**src/rtl/lsm_pkg.sv**
```systemverilog
// Package: shared constants and state type for the block-transfer sequencer.
// Assumes the classic 32-bit encoding; field positions are fixed by decode.
package lsm_pkg;
    localparam int RN_LSB   = 16;
    localparam int LOAD_BIT = 20;
    localparam int WB_BIT   = 21;
    localparam int OPT_BIT  = 22;
    localparam int UP_BIT   = 23;
    localparam int PRE_BIT  = 24;
    localparam int INSTR_W  = PRE_BIT + 1;
    localparam int WORD_B   = 4;

    typedef enum logic [1:0] {
        SEQ_IDLE = 2'd0,
        SEQ_XFER = 2'd1,
        SEQ_FIN  = 2'd2
    } seq_state_t;
endpackage

```
**src/rtl/lsm_decode.sv**
```systemverilog
// Module: lsm_decode
// Splits the instruction into fields, counts the selected registers and
// forms the aligned first address and the writeback (end) address.
// Assumes LIST_W is a multiple of 8 and equals the mask width in instr.
module lsm_decode
    import lsm_pkg::*;
#(
    parameter int ADDR_W = 32,
    parameter int LIST_W = 16,
    parameter int IDX_W  = 4,
    parameter int CNT_W  = 5
) (
    input  logic [INSTR_W-1:0] instr,
    input  logic [ADDR_W-1:0]  base,
    output logic               is_load,
    output logic               want_wb,
    output logic               opt,
    output logic [IDX_W-1:0]   rn,
    output logic [LIST_W-1:0]  list,
    output logic [CNT_W-1:0]   count,
    output logic [ADDR_W-1:0]  first_addr,
    output logic [ADDR_W-1:0]  end_addr
);
    localparam int NBYTES = LIST_W / 8;

    logic              up, pre;
    logic [3:0]        byte_cnt [NBYTES];
    logic [ADDR_W-1:0] span, raw_first;

    // Field extraction.
    always_comb begin
        is_load = instr[LOAD_BIT];
        want_wb = instr[WB_BIT];
        opt     = instr[OPT_BIT];
        up      = instr[UP_BIT];
        pre     = instr[PRE_BIT];
        rn      = instr[RN_LSB +: IDX_W];
        list    = instr[LIST_W-1:0];
    end

    // Per-byte population counts.
    for (genvar b = 0; b < NBYTES; b++) begin : g_byte
        always_comb begin
            byte_cnt[b] = '0;
            for (int k = 0; k < 8; k++)
                byte_cnt[b] = byte_cnt[b] + 4'(list[b*8+k]);
        end
    end

    // Sum of the byte counts gives the transfer count.
    always_comb begin
        count = '0;
        for (int b = 0; b < NBYTES; b++)
            count = count + CNT_W'(byte_cnt[b]);
    end

    // End address and first address for the four variants.
    always_comb begin
        span     = ADDR_W'(count) << 2;
        end_addr = up ? base + span : base - span;
        unique case ({up, pre})
            2'b11:   raw_first = base + ADDR_W'(WORD_B);
            2'b10:   raw_first = base;
            2'b01:   raw_first = base - span;
            default: raw_first = base - span + ADDR_W'(WORD_B);
        endcase
        first_addr = {raw_first[ADDR_W-1:2], 2'b00};
    end
endmodule

```
**src/rtl/lsm_pick.sv**
```systemverilog
// Module: lsm_pick
// Finds the lowest set bit of the pending mask and returns the mask with
// that bit cleared. Assumes an all-zero mask is never consumed.
module lsm_pick #(
    parameter int LIST_W = 16,
    parameter int IDX_W  = 4
) (
    input  logic [LIST_W-1:0] pending,
    output logic [IDX_W-1:0]  idx,
    output logic [LIST_W-1:0] rest
);
    // Lowest-index priority encoder.
    always_comb begin
        idx = '0;
        for (int i = LIST_W - 1; i >= 0; i--)
            if (pending[i]) idx = IDX_W'(i);
    end

    // Clear the lowest set bit.
    always_comb rest = pending & (pending - LIST_W'(1));
endmodule

```
**src/rtl/ldm_addr_seq.sv**
```systemverilog
// Module: ldm_addr_seq
// Sequences one block load/store instruction into single-word transfers
// with a valid/ready memory handshake, ascending register order for all
// addressing variants. Assumes rf_rdata_i follows mem_reg_o combinationally.
module ldm_addr_seq
    import lsm_pkg::*;
#(
    parameter int ADDR_W = 32,
    parameter int LIST_W = 16
) (
    input  logic                clk,
    input  logic                rst_n,
    input  logic                start_i,
    input  logic [INSTR_W-1:0]  instr_i,
    input  logic [ADDR_W-1:0]   base_i,
    input  logic [ADDR_W-1:0]   pc_i,
    input  logic [ADDR_W-1:0]   rf_rdata_i,
    input  logic                mem_ready_i,
    output logic                mem_valid_o,
    output logic [ADDR_W-1:0]   mem_addr_o,
    output logic [$clog2(LIST_W)-1:0] mem_reg_o,
    output logic                mem_load_o,
    output logic [ADDR_W-1:0]   mem_wdata_o,
    output logic                busy_o,
    output logic                done_o,
    output logic                wb_en_o,
    output logic [$clog2(LIST_W)-1:0] wb_reg_o,
    output logic [ADDR_W-1:0]   wb_value_o,
    output logic                user_bank_o,
    output logic                status_restore_o
);
    localparam int IDX_W  = $clog2(LIST_W);
    localparam int CNT_W  = $clog2(LIST_W + 1);
    localparam int PC_IDX = LIST_W - 1;

    logic              d_load, d_wb, d_opt;
    logic [IDX_W-1:0]  d_rn;
    logic [LIST_W-1:0] d_list;
    logic [CNT_W-1:0]  d_cnt;
    logic [ADDR_W-1:0] d_first, d_end;

    seq_state_t        state_q;
    logic [LIST_W-1:0] pend_q, pend_rest;
    logic [IDX_W-1:0]  cur_idx;
    logic [ADDR_W-1:0] addr_q, end_q, pcp4_q;
    logic [IDX_W-1:0]  rn_q;
    logic              load_q, wb_q, opt_q, pc_sel_q, nonempty_q;
    logic              take;

    lsm_decode #(.ADDR_W(ADDR_W), .LIST_W(LIST_W), .IDX_W(IDX_W), .CNT_W(CNT_W)) u_dec (
        .instr(instr_i), .base(base_i), .is_load(d_load), .want_wb(d_wb),
        .opt(d_opt), .rn(d_rn), .list(d_list), .count(d_cnt),
        .first_addr(d_first), .end_addr(d_end)
    );

    lsm_pick #(.LIST_W(LIST_W), .IDX_W(IDX_W)) u_pick (
        .pending(pend_q), .idx(cur_idx), .rest(pend_rest)
    );

    // A transfer completes on a valid-and-ready handshake.
    always_comb take = (state_q == SEQ_XFER) && mem_ready_i;

    // Sequencer state, captured operands and walk position.
    always_ff @(posedge clk) begin
        if (!rst_n) begin
            state_q    <= SEQ_IDLE;
            pend_q     <= '0;
            addr_q     <= '0;
            end_q      <= '0;
            pcp4_q     <= '0;
            rn_q       <= '0;
            load_q     <= 1'b0;
            wb_q       <= 1'b0;
            opt_q      <= 1'b0;
            pc_sel_q   <= 1'b0;
            nonempty_q <= 1'b0;
        end else begin
            unique case (state_q)
                SEQ_IDLE: if (start_i) begin
                    pend_q     <= d_list;
                    addr_q     <= d_first;
                    end_q      <= d_end;
                    pcp4_q     <= pc_i + ADDR_W'(WORD_B);
                    rn_q       <= d_rn;
                    load_q     <= d_load;
                    wb_q       <= d_wb;
                    opt_q      <= d_opt;
                    pc_sel_q   <= d_list[PC_IDX];
                    nonempty_q <= (d_cnt != '0);
                    state_q    <= (d_cnt == '0) ? SEQ_FIN : SEQ_XFER;
                end
                SEQ_XFER: if (take) begin
                    pend_q <= pend_rest;
                    addr_q <= addr_q + ADDR_W'(WORD_B);
                    if (pend_rest == '0) state_q <= SEQ_FIN;
                end
                default: state_q <= SEQ_IDLE;
            endcase
        end
    end

    // Output drive from the captured state.
    always_comb begin
        busy_o           = (state_q != SEQ_IDLE);
        done_o           = (state_q == SEQ_FIN);
        mem_valid_o      = (state_q == SEQ_XFER);
        mem_addr_o       = addr_q;
        mem_reg_o        = cur_idx;
        mem_load_o       = load_q;
        mem_wdata_o      = (cur_idx == IDX_W'(PC_IDX)) ? pcp4_q : rf_rdata_i;
        wb_en_o          = done_o && wb_q && nonempty_q;
        wb_reg_o         = rn_q;
        wb_value_o       = end_q;
        user_bank_o      = busy_o && opt_q && !(load_q && pc_sel_q);
        status_restore_o = done_o && opt_q && load_q && pc_sel_q;
    end

    // Stall holds the presented transfer.
    assert_hold_stable_R10: assert property (@(posedge clk) disable iff (!rst_n)
        (mem_valid_o && !mem_ready_i) |=>
        (mem_valid_o && $stable(mem_addr_o) && $stable(mem_reg_o) && $stable(mem_load_o)));

    // Next transfer is a higher register one word up.
    assert_ascending_R6: assert property (@(posedge clk) disable iff (!rst_n)
        (mem_valid_o && mem_ready_i) |=>
        (!mem_valid_o || (mem_reg_o > $past(mem_reg_o) &&
                          mem_addr_o == $past(mem_addr_o) + ADDR_W'(WORD_B))));

    // Word alignment of every address.
    assert_word_aligned_R5: assert property (@(posedge clk) disable iff (!rst_n)
        mem_valid_o |-> (mem_addr_o[1:0] == 2'b00));

    // Writeback only with completion.
    assert_wb_with_done_R11: assert property (@(posedge clk) disable iff (!rst_n)
        wb_en_o |-> (done_o && busy_o));

    // Busy persists until done.
    assert_busy_until_done_R12: assert property (@(posedge clk) disable iff (!rst_n)
        (busy_o && !done_o) |=> busy_o);

    // Flags mutually exclusive.
    assert_flags_exclusive_R8: assert property (@(posedge clk) disable iff (!rst_n)
        !(user_bank_o && status_restore_o));
endmodule

```
**config.mk**
```make
export PLATFORM = sky130hd
export DESIGN_NAME = ldm_addr_seq
export DESIGN_NICKNAME = d
export VERILOG_FILES = /design/src/rtl/lsm_pkg.sv /design/src/rtl/lsm_decode.sv /design/src/rtl/lsm_pick.sv /design/src/rtl/ldm_addr_seq.sv
export SDC_FILE = /design/constraint.sdc
export NUM_CORES = 1
export LEC_CHECK = 0
export CAP_MARGIN = 0
export CORE_ASPECT_RATIO = 0.7
export CORE_MARGIN = 1.5
export CORE_UTILIZATION = 29
export CTS_CLUSTER_DIAMETER = 40
export DETAILED_ROUTE_END_ITERATION = 8
export DONT_BUFFER_PORTS = 1
export GPL_TIMING_DRIVEN = 1
export HOLD_SLACK_MARGIN = 0.12
export PLACE_DENSITY = 0.49
export SLEW_MARGIN = 20
export SYNTH_ARGS = -nofsm -noshare
export SYNTH_HDL_FRONTEND = slang
export SYNTH_SLANG_ARGS = --single-unit
```
**constraint.sdc**
```tcl
create_clock -name clk -period 19.4 [get_ports clk]
set_clock_uncertainty 0.2 [all_clocks]
set_input_delay 4.85 -clock clk [delete_from_list [all_inputs] [get_ports clk]]
set_output_delay 4.85 -clock clk [all_outputs]
set_load 0.01 [all_outputs]
```
-- After elaboration in Yosys (flattened, before gate mapping)
Index checks and enable logic that the tools add are counted.
- $add $sub $neg: 22
- reduce and logical (&&, ||, !) cells: 19
- div/mod/pow operators: 0
- shifts and indexed selects: 0
- equal/unequal tests: 9
- magnitude comparators: 0
- bitwise gates (word level): 1
- mux-type cells: 30
- multipliers: 0
- operators by type and width (operator ; count):
    32-bit by 3-bit adder with 32-bit output, second input constant ; 4
    32-bit two-way mux ; 4
    32-bit one-hot mux with 3 select lines ; 1
    4-bit two-way mux ; 16
    32-bit one-hot mux with 2 select lines ; 1
    4-bit by 1-bit adder with 4-bit output ; 12
    32-bit by 7-bit adder with 32-bit output ; 1
    16-bit two-way mux ; 2
    16-bit one-hot mux with 2 select lines ; 1
    32-bit by 7-bit subtractor with 32-bit output ; 1
    16-bit AND ; 1
    16-bit logical NOT ; 1
    16-bit by 1-bit subtractor with 16-bit output, second input constant ; 1
    1-bit logical AND ; 9
    2-bit two-way mux ; 4
    2-bit == test, second input constant ; 3
    3-bit AND reduction ; 2
    4-bit by 4-bit adder with 5-bit output ; 1
    5-bit logical NOT ; 1
    5-bit nonzero test ; 1
    1-bit by 1-bit adder with 2-bit output ; 2
    2-bit by 1-bit == test with 1-bit output, second input constant ; 2
    4-bit == test, second input constant ; 1
    2-bit by 1-bit != test with 1-bit output, second input constant ; 2
    other kinds (6) ; 7
- register bits: 123
- memory bits (writable): 0
- input bits: 125
- memories: 0
- bits in read-only memories: 0
- logic and storage cells: 92
- bits in latches: 0

-- Depth between registers and ports, before layout
- word-level depth: 18
- gate-level depth with buffers: 26
- depth with buffers taken out: 23

-- Modules after synthesis
Synthesis repeated with hierarchy kept, for this count alone.
- cells, all modules: 1487
- area total of the unflattened synthesis: 11125.7 µm²
- by module, submodules not included (module ; sequential area each (µm²) ; cells an instance ; times used ; area an instance (µm²)):
    ldm_addr_seq ; 2462.4 ; 775 ; 1 ; 6229.7
    lsm_decode ; 0.0 ; 662 ; 1 ; 4578.1
    lsm_pick ; 0.0 ; 50 ; 1 ; 317.8

-- Worst setup path after synthesis
OpenSTA, ideal clock, no wires.
- kind: in2reg
- from: in instr_i[8]
- to: reg addr_q[21] (netlist: mem_addr_o[21])
- data required time: 19.109 ns
- slack: 8.168 ns
- arrival: 10.941 ns
- cell stages on the path: 22
- cells stage by stage: ha_1 inv_1 fa_1 fa_1 fa_1 fa_1 inv_1 ha_1 a21o_1 a21oi_1 xnor2_1 ha_1 nor2b_1 a2111oi_2 nor4_2 xnor2_1 or3_1 buf_2 or3_4 or4_1 xnor2_1 a311oi_1
- cells in the longest elaborated chain, start to end: 13
- RTL lines (element ; line ; RTL):
    start, declared ; ldm_addr_seq.sv:14 ; input logic [INSTR_W-1:0] instr_i,
    1-bit by 1-bit adder with 2-bit output * ; lsm_decode.sv:46 ; byte_cnt[b] = byte_cnt[b] + 4'(list[b*8+k]);
    4-bit by 1-bit adder with 4-bit output * (6 in a row) ; lsm_decode.sv:46 ;
    4-bit by 4-bit adder with 5-bit output * ; lsm_decode.sv:54 ; count = count + CNT_W'(byte_cnt[b]);
    32-bit by 7-bit subtractor with 32-bit output * ; lsm_decode.sv:64, lsm_decode.sv:65 ;
    32-bit by 3-bit adder with 32-bit output ; lsm_decode.sv:65 ; default: raw_first = base - span + ADDR_W'(WORD_B);
    32-bit one-hot mux with 3 select lines * ; lsm_decode.sv:61 ; unique case ({up, pre})
    32-bit two-way mux * ; ldm_addr_seq.sv:79 ; SEQ_IDLE: if (start_i) begin
    32-bit one-hot mux with 2 select lines * ; ldm_addr_seq.sv:78 ; unique case (state_q)
    end signal, assigned ; ldm_addr_seq.sv:81 ; addr_q <= d_first;
    end signal, assigned ; ldm_addr_seq.sv:94 ; addr_q <= addr_q + ADDR_W'(WORD_B);
    end, declared ; ldm_addr_seq.sv:45 ; logic [ADDR_W-1:0] addr_q, end_q, pcp4_q;
Every way passes the cells marked *; elsewhere a longest branch is shown, timed or not. The select of a mux whose other input is x is not followed.
A chain may end at the register's enable or synchronous reset.

-- Final worst setup path
Ends and elaborated chain as after synthesis.

==> impl_metrics.prom <==
# TYPE chip_impl_metric gauge
chip_impl_info{name="cts_tree",value="built"} 1
chip_impl_metric{name="dr.first_iter.drc_count",unit=""} 1048
chip_impl_info{name="synth_area_leaders",value="sky130_fd_sc_hd__dfxtp_1 23%, sky130_fd_sc_hd__nand2_1 6.6%, sky130_fd_sc_hd__a21oi_1 6.4%"} 1
chip_impl_metric{name="die_w",unit="um"} 229.9
chip_impl_metric{name="layout_min_cycle_time",unit="ns"} 11.47
chip_impl_metric{name="cts-root-to-sink-buffers",unit=""} 2
chip_impl_metric{name="global_placer_s_final_weighted_congestion",unit=""} 0.9208
chip_impl_metric{name="tns",unit="ns"} 0
chip_impl_info{name="run_status",value="complete, no violations"} 1
chip_impl_metric{name="synth_xor_area_share",unit="%"} 8.883
chip_impl_info{name="hold_path.class",value="register to register"} 1
chip_impl_metric{name="via_count",unit=""} 10440
chip_impl_metric{name="power.density_cell_area",unit="nW/um^2"} 143.1
chip_impl_info{name="largest_family_of_logic_cells_by_synthesized_area",value="simple AND/OR/NAND/NOR gates"} 1
chip_impl_metric{name="nets",unit=""} 1536
chip_impl_metric{name="comb_power_share",unit="%"} 50.7
chip_impl_metric{name="finalMaxSlewViolations",unit=""} 0
chip_impl_metric{name="total_leakage_power",unit="nW"} 3.844
chip_impl_info{name="synth_commonest_cells",value="185 x sky130_fd_sc_hd__nand2_1, 134 x sky130_fd_sc_hd__a21oi_1, 125 x sky130_fd_sc_hd__nor2_1"} 1
chip_impl_metric{name="power_frac_seq",unit="%"} 27.5
chip_impl_info{name="root_buf_cell",value="sky130_fd_sc_hd__clkbuf_16"} 1
chip_impl_metric{name="antenna_cells",unit=""} 0
chip_impl_metric{name="dpl.hpwl",unit="um"} 29940
chip_impl_metric{name="timing.max_slew.rel_slack",unit="%"} 25.93
chip_impl_metric{name="floorplan.core_area",unit="sq um"} 35090
chip_impl_metric{name="timing_hold_violations_final",unit=""} 0
chip_impl_metric{name="dieArea",unit="sq um"} 37200
chip_impl_info{name="synth_top_cell_by_area",value="sky130_fd_sc_hd__dfxtp_1"} 1
chip_impl_metric{name="post_synthesis_cell_area",unit="sq um"} 10450
chip_impl_info{name="synth-main-ff-cell",value="sky130_fd_sc_hd__dfxtp_1"} 1
chip_impl_metric{name="max-vdd-ir-drop",unit="mV"} 0.06205
chip_impl_metric{name="setup_viol_count_final",unit=""} 0
chip_impl_metric{name="internal_power",unit="mW"} 0.8361
chip_impl_metric{name="floorplan.rows",unit=""} 57
chip_impl_metric{name="switchingPower",unit="mW"} 0.7868
chip_impl_metric{name="initial_utilization",unit="%"} 29.79
chip_impl_metric{name="route.detailed.wl_per_inst",unit="um"} 21.49
chip_impl_metric{name="drc_errors",unit=""} 0
chip_impl_metric{name="antenna_found_initial",unit=""} 1
chip_impl_info{name="critical_path.startpoint_type",value="input pin"} 1
chip_impl_metric{name="ant_nets",unit=""} 0
chip_impl_metric{name="first_global_vias",unit=""} 9636
chip_impl_metric{name="via_per_inst",unit=""} 5.621
chip_impl_info{name="unrepaired_setup_endpoints_after_global_routing",value="false"} 1
chip_impl_metric{name="synth-warning-count",unit=""} 0
chip_impl_metric{name="die_h",unit="um"} 161.8
chip_impl_metric{name="number_of_buffers_created_by_cts",unit=""} 17
chip_impl_metric{name="synth_async_sr_flop_share",unit="%"} 0
chip_impl_metric{name="regToRegSetupSlack",unit="ns"} 15.68
chip_impl_metric{name="power.total",unit="mW"} 1.623
chip_impl_metric{name="synth_compound_area_share",unit="%"} 24.57
chip_impl_metric{name="boundaryPins",unit=""} 236
chip_impl_info{name="synth.most_common_cell",value="sky130_fd_sc_hd__nand2_1"} 1
chip_impl_metric{name="number_of_gates_given_a_new_drive_strength_after_cts",unit=""} 0
chip_impl_metric{name="critical_path_peak_fanout",unit=""} 8
chip_impl_metric{name="synth.ff_latch_count",unit=""} 121
chip_impl_metric{name="post_route_cells_drive_above_1_share",unit="%"} 7.576
chip_impl_metric{name="post_synth_mux_area_share",unit="%"} 4.633
chip_impl_metric{name="multiInputGateArea",unit="sq um"} 7390
chip_impl_metric{name="least_margin_pin_slew",unit="ns"} 1.101
chip_impl_metric{name="maxClockFrequency",unit="MHz"} 87.21
chip_impl_metric{name="synth_cell_type_count",unit=""} 84
chip_impl_metric{name="arrival",unit="ns"} 11.60
chip_impl_metric{name="cts-htree-levels",unit=""} 4
chip_impl_metric{name="power.share.clock",unit="%"} 21.8
chip_impl_metric{name="clock_insertion_delay_worst_skew",unit="ns"} 0.43
chip_impl_metric{name="post-route-period-util",unit="%"} 59.11
chip_impl_metric{name="synthSimpleGateAreaFrac",unit="%"} 26.72
chip_impl_metric{name="clock_sinks",unit=""} 121
chip_impl_metric{name="global_route.overflow_total",unit=""} 0
chip_impl_metric{name="grt_pass1_wl",unit="um"} 60670
chip_impl_metric{name="yosysSeqAreaShare",unit="%"} 23.18
chip_impl_info{name="critPathKind",value="input pin to register"} 1
chip_impl_metric{name="global_route.usage.total",unit="%"} 21.05
chip_impl_metric{name="area_delta_synth_final",unit="%"} 8.548
chip_impl_metric{name="post_cts.repair.setup_buffers",unit=""} 0
chip_impl_metric{name="post_synth_fa_ha_maj_area_fraction",unit="%"} 5.627
chip_impl_metric{name="drt_wl_total",unit="um"} 39930
chip_impl_metric{name="timing.max_cap.violations",unit=""} 0
chip_impl_metric{name="hold_buffers",unit=""} 0
chip_impl_metric{name="seq_area",unit="sq um"} 2422
chip_impl_metric{name="synthesis.instances",unit=""} 1453
chip_impl_metric{name="number_of_inserted_filler_cells_in_the_final_layout",unit=""} 3848
chip_impl_metric{name="worstPathRequired",unit="ns"} 19.54
chip_impl_metric{name="netlist.area_leader.share",unit="%"} 23.18
chip_impl_metric{name="port_buffers",unit=""} 0
chip_impl_metric{name="clkTransAtPathRegs",unit="ns"} 0.07
chip_impl_metric{name="sw_frac_of_total",unit="%"} 48.48
chip_impl_metric{name="synth_area_per_cell",unit="sq um"} 7.193
chip_impl_metric{name="drt_pre_antenna_iters",unit=""} 5
chip_impl_metric{name="grt_max_degree",unit=""} 64
chip_impl_info{name="critPathCaptureType",value="register"} 1
chip_impl_metric{name="synth-edff-count",unit=""} 0
==> flip-flops by register name, summed over array words and instances, names as in the netlist <==
| signal | count |
|---|---|
| mem_addr_o | 30 |
| mem_load_o | 1 |
| nonempty_q | 1 |
| opt_q | 1 |
| pc_sel_q | 1 |
| pcp4_q | 32 |
| pend_q | 16 |
| state_q | 2 |
| wb_q | 1 |
| wb_reg_o | 4 |
| wb_value_o | 32 |
==> layout make-up <==
type,count,area share (%)
clock buffers,17,3.750
clock inverters,15,1.897
inverters,54,1.798
multi-input cells,1166,65.14
flip-flops and latches,121,21.35
well taps,472,5.206
repair buffers,13,0.8603
==> power groups by stage <==
| stage | combinational, mW | clock, mW | sequential, mW |
|---|---|---|---|
| after floorplan | 0.633 | 0 | 0.406 |
| after global placement | 0.809 | 0 | 0.450 |
| after detailed placement | 0.817 | 0 | 0.451 |
| after CTS | 0.822 | 0.366 | 0.446 |
| after global routing | 0.919 | 0.376 | 0.460 |
| final | 0.823 | 0.354 | 0.446 |
==> logic make-up (layout without fill, tap and decap cells) <==
group                      Yosys count  count (layout)
muxes                               44              44
and+or+nand+nor                    573             573
xor gates and xnor gates           106             106
other                                1               2
DFF                                121             121
adders and majority gates           41              41
buffers and inverters              167              99
AOI/OAI and AO/OA                  400             400
==> placed cells by master (no fill, tap or decap), types with 12 or more instances in the layout <==
cell / count
sky130_fd_sc_hd__mux2_2: 35
sky130_fd_sc_hd__inv_1: 51
sky130_fd_sc_hd__nand3_1: 59
sky130_fd_sc_hd__nor3_1: 54
sky130_fd_sc_hd__buf_4: 13
sky130_fd_sc_hd__a21oi_1: 133
sky130_fd_sc_hd__dfxtp_1: 121
sky130_fd_sc_hd__o21ai_0: 75
sky130_fd_sc_hd__nand2_1: 184
sky130_fd_sc_hd__ha_1: 27
sky130_fd_sc_hd__a211oi_1: 47
sky130_fd_sc_hd__xnor2_1: 69
sky130_fd_sc_hd__and3_1: 24
sky130_fd_sc_hd__xor2_1: 37
sky130_fd_sc_hd__nor4_1: 25
sky130_fd_sc_hd__a21o_1: 12
sky130_fd_sc_hd__nand2b_1: 12
sky130_fd_sc_hd__nor2_1: 124
sky130_fd_sc_hd__nand4_1: 21
sky130_fd_sc_hd__o22ai_1: 12
sky130_fd_sc_hd__a31oi_1: 21
sky130_fd_sc_hd__clkbuf_16: 17
==> worst paths after layout <==
kind / from / cells after the start / to
worst max-delay path: instr_i[8] / 21 / mem_addr_o[21]
worst min-delay path: wb_q / 2 / wb_q
worst max register to register: state_q[0] / 8 / wb_value_o[6]
worst min register to register: wb_q / 2 / wb_q
==> stage by stage <==
stage | hold WS (ns) | util, % | worst slack [ns] | cells | instance area [sq um]
6_report | 0.2598 | 32.33 | 7.933 | 1858 | 11340
5_1_grt | 0.2946 | 32.33 | 7.747 | 1858 | 11340
4_1_cts | 0.2603 | 32.33 | 8.060 | 1858 | 11340
3_5_place_dp | 0.2507 | 30.51 | 7.596 | 1826 | 10700
3_3_place_gp | 0.2405 | 30.51 | 7.684 | 1826 | 10700
2_1_floorplan | 0.2321 | - | 8.168 | 1454 | 10460
==> per-layer routing <==
metal  up-vias  share of wire, %  track usage [%]
li1       5076                 -                -
met1      4907                50            32.90
met2       435                38            26.71
met3        25                11            7.426
met4         0              0.90            3.922
met5         -                 0                0
==> critical path, cell delays in order <==
cell	delay (ns)
sky130_fd_sc_hd__ha_1	0.25
sky130_fd_sc_hd__inv_1	0.05
sky130_fd_sc_hd__fa_1	0.55
sky130_fd_sc_hd__fa_1	0.45
sky130_fd_sc_hd__fa_1	0.42
sky130_fd_sc_hd__fa_1	0.57
sky130_fd_sc_hd__inv_1	0.06
sky130_fd_sc_hd__ha_1	0.28
sky130_fd_sc_hd__a21o_1	0.18
sky130_fd_sc_hd__a21oi_1	0.17
sky130_fd_sc_hd__xnor2_1	0.20
sky130_fd_sc_hd__ha_1	0.38
sky130_fd_sc_hd__nor2b_1	0.22
sky130_fd_sc_hd__a2111oi_2	0.77
sky130_fd_sc_hd__nor4_2	0.09
sky130_fd_sc_hd__xnor2_1	0.20
sky130_fd_sc_hd__or3_1	0.50
sky130_fd_sc_hd__or3_4	0.44
sky130_fd_sc_hd__or4_1	0.56
sky130_fd_sc_hd__xnor2_1	0.15
sky130_fd_sc_hd__a311oi_1	0.27
(Power assumes the default switching activity.)
